--- src/rtl/rstc_pkg.sv ---
package rstc_pkg;
    localparam int unsigned NCAUSE  = 4;
    localparam int unsigned IDX_SW  = 0;
    localparam int unsigned IDX_EXT = 1;
    localparam int unsigned IDX_WDT = 2;
    localparam int unsigned IDX_POR = 3;

    typedef struct packed {
        logic por;
        logic wdt;
        logic ext;
        logic sw;
    } cause_t;

    typedef logic [NCAUSE-1:0] cause_bits_t;

    function automatic cause_bits_t cause_to_bits(cause_t c);
        cause_bits_t b;
        b[IDX_POR] = c.por;
        b[IDX_WDT] = c.wdt;
        b[IDX_EXT] = c.ext;
        b[IDX_SW]  = c.sw;
        return b;
    endfunction
endpackage

--- src/rtl/rstc_capture.sv ---
module rstc_capture
    import rstc_pkg::*;
(
    input  logic        in_rst_state_i,
    input  cause_t      raw_i,
    output cause_bits_t cap_o
);
    cause_bits_t raw_bits;

    always_comb begin
        raw_bits = cause_to_bits(raw_i);
        cap_o    = in_rst_state_i ? raw_bits : '0;
    end
endmodule

--- src/rtl/rstc_flags.sv ---
module rstc_flags
    import rstc_pkg::*;
(
    input  logic        clk,
    input  logic        rst,
    input  cause_bits_t cap_i,
    input  logic        clr_i,
    output cause_bits_t flags_o
);
    cause_bits_t flags_q;
    cause_bits_t base;
    logic        wipe;

    always_comb begin
        wipe = clr_i || cap_i[IDX_POR];
        base = wipe ? '0 : flags_q;
    end

    always_ff @(posedge clk) begin
        if (rst) flags_q <= '0;
        else     flags_q <= base | cap_i;
    end

    assign flags_o = flags_q;

    // Captured causes are present after the edge, even with a clearing read
    assert_set_R7: assert property (@(posedge clk) disable iff (rst)
        (cap_i != '0) |=> ((flags_q & $past(cap_i)) == $past(cap_i)));

    // Without a read or power-on, nothing that was set is lost
    assert_sticky_R5: assert property (@(posedge clk) disable iff (rst)
        (!clr_i && !cap_i[IDX_POR]) |=> ((flags_q & $past(flags_q)) == $past(flags_q)));

    // A read with no new cause leaves every flag cleared
    assert_clear_R6: assert property (@(posedge clk) disable iff (rst)
        (clr_i && cap_i == '0) |=> (flags_q == '0));

    // Nothing sets without a captured cause
    assert_nospont_R3: assert property (@(posedge clk) disable iff (rst)
        (cap_i == '0) |=> ((flags_q & ~$past(flags_q)) == '0));

    // Power-on discards stale causes and keeps the coincident ones
    assert_por_R8: assert property (@(posedge clk) disable iff (rst)
        cap_i[IDX_POR] |=> (flags_q == $past(cap_i)));
endmodule

--- src/rtl/rstc_readport.sv ---
module rstc_readport
    import rstc_pkg::*;
#(
    parameter int unsigned DATA_W = 32
) (
    input  logic              sel_i,
    input  logic              rd_i,
    input  cause_bits_t       flags_i,
    output logic              rd_hit_o,
    output logic [DATA_W-1:0] rdata_o
);
    localparam int unsigned PAD_W = DATA_W - NCAUSE;

    always_comb begin
        rd_hit_o = sel_i && rd_i;
        rdata_o  = rd_hit_o ? {{PAD_W{1'b0}}, flags_i} : '0;
    end
endmodule

--- src/rtl/rst_cause_hold.sv ---
module rst_cause_hold
    import rstc_pkg::*;
#(
    parameter int unsigned DATA_W = 32
) (
    input  logic              clk,
    input  logic              rst,
    input  logic              in_rst_state_i,
    input  logic              por_evt_i,
    input  logic              wdt_evt_i,
    input  logic              ext_evt_i,
    input  logic              sw_evt_i,
    input  logic              sel_i,
    input  logic              rd_i,
    output logic [DATA_W-1:0] rdata_o
);
    cause_t      raw;
    cause_bits_t cap;
    cause_bits_t flags;
    logic        rd_hit;

    always_comb begin
        raw.por = por_evt_i;
        raw.wdt = wdt_evt_i;
        raw.ext = ext_evt_i;
        raw.sw  = sw_evt_i;
    end

    rstc_capture u_capture (
        .in_rst_state_i (in_rst_state_i),
        .raw_i          (raw),
        .cap_o          (cap)
    );

    rstc_flags u_flags (
        .clk     (clk),
        .rst     (rst),
        .cap_i   (cap),
        .clr_i   (rd_hit),
        .flags_o (flags)
    );

    rstc_readport #(.DATA_W(DATA_W)) u_read (
        .sel_i    (sel_i),
        .rd_i     (rd_i),
        .flags_i  (flags),
        .rd_hit_o (rd_hit),
        .rdata_o  (rdata_o)
    );

    // A cause seen outside the reset state must not show up
    assert_gate_R3: assert property (@(posedge clk) disable iff (rst)
        (!in_rst_state_i && !rd_hit) |=> (flags == $past(flags)));

    // A half-formed access never clears
    assert_noread_R9: assert property (@(posedge clk) disable iff (rst)
        (!(sel_i && rd_i) && !in_rst_state_i) |=> $stable(flags));
endmodule

--- config.mk ---
export PLATFORM = sky130hd
export DESIGN_NAME = rst_cause_hold
export DESIGN_NICKNAME = d
export VERILOG_FILES = /design/src/rtl/rstc_pkg.sv /design/src/rtl/rstc_capture.sv /design/src/rtl/rstc_flags.sv /design/src/rtl/rstc_readport.sv /design/src/rtl/rst_cause_hold.sv
export SDC_FILE = /design/constraint.sdc
export NUM_CORES = 1
export LEC_CHECK = 0
export ABC_AREA = 0
export ABC_CLOCK_PERIOD_IN_PS = 800
export BUFFER_PORTS_ARGS = -buffer_cell sky130_fd_sc_hd__buf_2
export CAP_MARGIN = 10
export CELL_PAD_IN_SITES_DETAIL_PLACEMENT = 0
export CELL_PAD_IN_SITES_GLOBAL_PLACEMENT = 1
export CORE_ASPECT_RATIO = 1.4
export CORE_MARGIN = 8
export CORE_UTILIZATION = 21
export DETAILED_ROUTE_END_ITERATION = 16
export GPL_TIMING_DRIVEN = 0
export PLACE_DENSITY = 0.75
export RECOVER_POWER = 100
export SYNTH_ARGS = -nofsm -noshare
export SYNTH_HDL_FRONTEND = slang
export SYNTH_SLANG_ARGS = --single-unit
--- constraint.sdc ---
create_clock -name clk -period 0.8 [get_ports clk]
set_input_delay 0.16 -clock clk [delete_from_list [all_inputs] [get_ports clk]]
set_output_delay 0.16 -clock clk [all_outputs]
set_load 0.005 [all_outputs]
==> results_dict.tcl <==
set metrics [dict create \
    insertion_delay_ps 230 \
    n_antenna_cell 0 \
    drtAntennaViolNets 0 \
    maxCapViolCount 0 \
    synth.yosys.seq_area_share 0.199 \
    first_global_vias 344 \
    utilization 0.371 \
    start_util 0.226 \
    ir_drop_mv 0.716 \
    grt_max_degree 8 \
    clockBufferDepth 2 \
    wl_um 1030 \
    layout_min_cycle_time_ps 963 \
    setup_viol 4 \
    power_uw 702 \
    cts_tree "done" \
    cts-root-buf "clkbuf_4" \
    ioPinCount 41 \
    synthesis.area_um2 402 \
    area_growth_pct 64.5 \
    yosys_warnings 0 \
    period_share 1.20 \
    drcViolationCount 0 \
    clk_pin_slew_ps 40 \
    synth.avg_cell_area_um2 8.03 \
    worstSetupEndpointType "primary output" \
    layout-drive-gt1-share 0.558 \
    die-area_mm2 0.00359 \
    slew_violations 0 \
    drtIter0Drc 1 \
    cellPowerDensity_mw_per_mm2 1060 \
    synth_seq_cells 4 \
    critPathLaunchType "register" \
    clock_sinks 4 \
    path_class "register to primary output" \
    hp-class "input pin to register" \
    required_ps 640 \
    avgViaCountPerCell 3.23 \
    outcome "finished with violations" \
    stdcell_area_um2 661 \
    finalHoldViolCount 0 \
    routedWlPerCell_um 8.99 \
    synth_cell_types 11 \
    place_area_um2 588 \
    die_h_um 67.7 \
    dr.pass1.iters 2 \
    rows 18 \
    finalNetCount 106 \
    fin_ws_ps -163 \
    worstPathMaxFanout 2 \
    numCtsBuffers 3 \
    gp_congestion 0.761 \
    htreeDepth 1 \
    fin_hold_ws_ps 168 \
    gr-total-overflow 0 \
    io_buffers 12 \
    rsz0062_at_grt "yes" \
    antenna_found_initial 0 \
    finalClockSkew_ps 0 \
    coreArea_mm2 0.00178 \
    grt_pass1_wl_um 1450 \
    violations "negative setup slack" \
    num_vias 371 \
    fp.dieW_um 53.0 \
    static-leakage-power_uw 0.000411 \
    syn_inst 50 \
    grt_usage 0.0535 \
    timing.fmax_mhz 1040 \
    largest_register_ffs 4 \
    arrival_ps 800 \
]
[per-layer routing]
metal | up-vias | GRT usage | wire length, um
met3 | 0 | 0.0659 | 275
met4 | 0 | 0.0195 | 0
met5 | - | 0 | 0
li1 | 197 | - | -
met2 | 31 | 0.0647 | 397
met1 | 143 | 0.0545 | 361
[synthesized netlist by cell type, drive strengths merged]
cell	count	area (um2)
buf	28	210
and3	4	25.0
dfxtp	4	80.1
nand2	4	15.0
nand2b	3	18.8
o22ai	3	25.0
a21bo	1	10.0
a21oi	1	5.00
a22o	1	8.76
conb	1	3.75
[worst max-delay path: stages, from the launching register on]
cell and delay (ps):
dfxtp_2 320, and3_4 170, buf_6 90
[per-stage QoR]
stage | setup WS (ps) | TNS (ps) | instances
finish | -163 | -618 | 115
global route | -209 | -762 | 115
CTS | -161 | -619 | 113
detailed placement | 37.0 | 0 | 109
global placement | 52.0 | 0 | 109
floorplan | 145 | 0 | 77
[where the power goes]
part           internal, uW  switching [uW]
Sequential              216            5.97
Clock                   168            82.8
Combinational           139            90.8
Total                   522             180
[final cells by class]
| cell class | instances | area, um2 |
|---|---|---|
| Tap cell | 20 | 25.0 |
| Fill cell | 195 | 1120 |
| Clock buffer | 3 | 22.5 |
| Buffer | 28 | 210 |
| Sequential cell | 4 | 85.1 |
| Multi-Input combinational cell | 45 | 223 |
| Timing Repair Buffer | 15 | 95.1 |
[cells by family after synthesis]
logic type,count (synthesis),synth area share
flip-flops,4,0.199
AO/OA/AOI/OAI,6,0.121
buffers and inverters,28,0.523
AND/OR/NAND/NOR,11,0.146
other,1,0.00934
[layout by cell type, fill, tap and decap left out]
| cell type | count |
|---|---|
| buf_4 | 31 |
| conb_1 | 28 |
| buf_2 | 10 |
| nand2_1 | 4 |
| dfxtp_2 | 4 |
| nand2b_1 | 3 |
| clkbuf_4 | 3 |
| and3_4 | 2 |
| o22ai_1 | 2 |
| and3_1 | 2 |
| buf_6 | 2 |
| a22o_1 | 1 |
| o22ai_2 | 1 |
| a21bo_1 | 1 |
| a21oi_1 | 1 |
[final timing paths]
kind	from	endpoint	slack, ps	depth (start not counted)
setup / recovery	u_flags.flags_o[3]	rdata_o[3]	-160	2
hold / removal	rst	u_flags.flags_o[3]	170	2
setup reg to reg	u_flags.flags_o[3]	u_flags.flags_o[3]	100	2
hold reg to reg	u_flags.flags_o[3]	u_flags.flags_o[3]	570	2
[timing repair]
item,4_1_cts,5_1_grt
endpoints found under the setup margin,4,4
hold buffers,0,0
gates resized for setup,3,5
buffers inserted,1,2
Note: power is estimated with default switching activity, not from simulation.
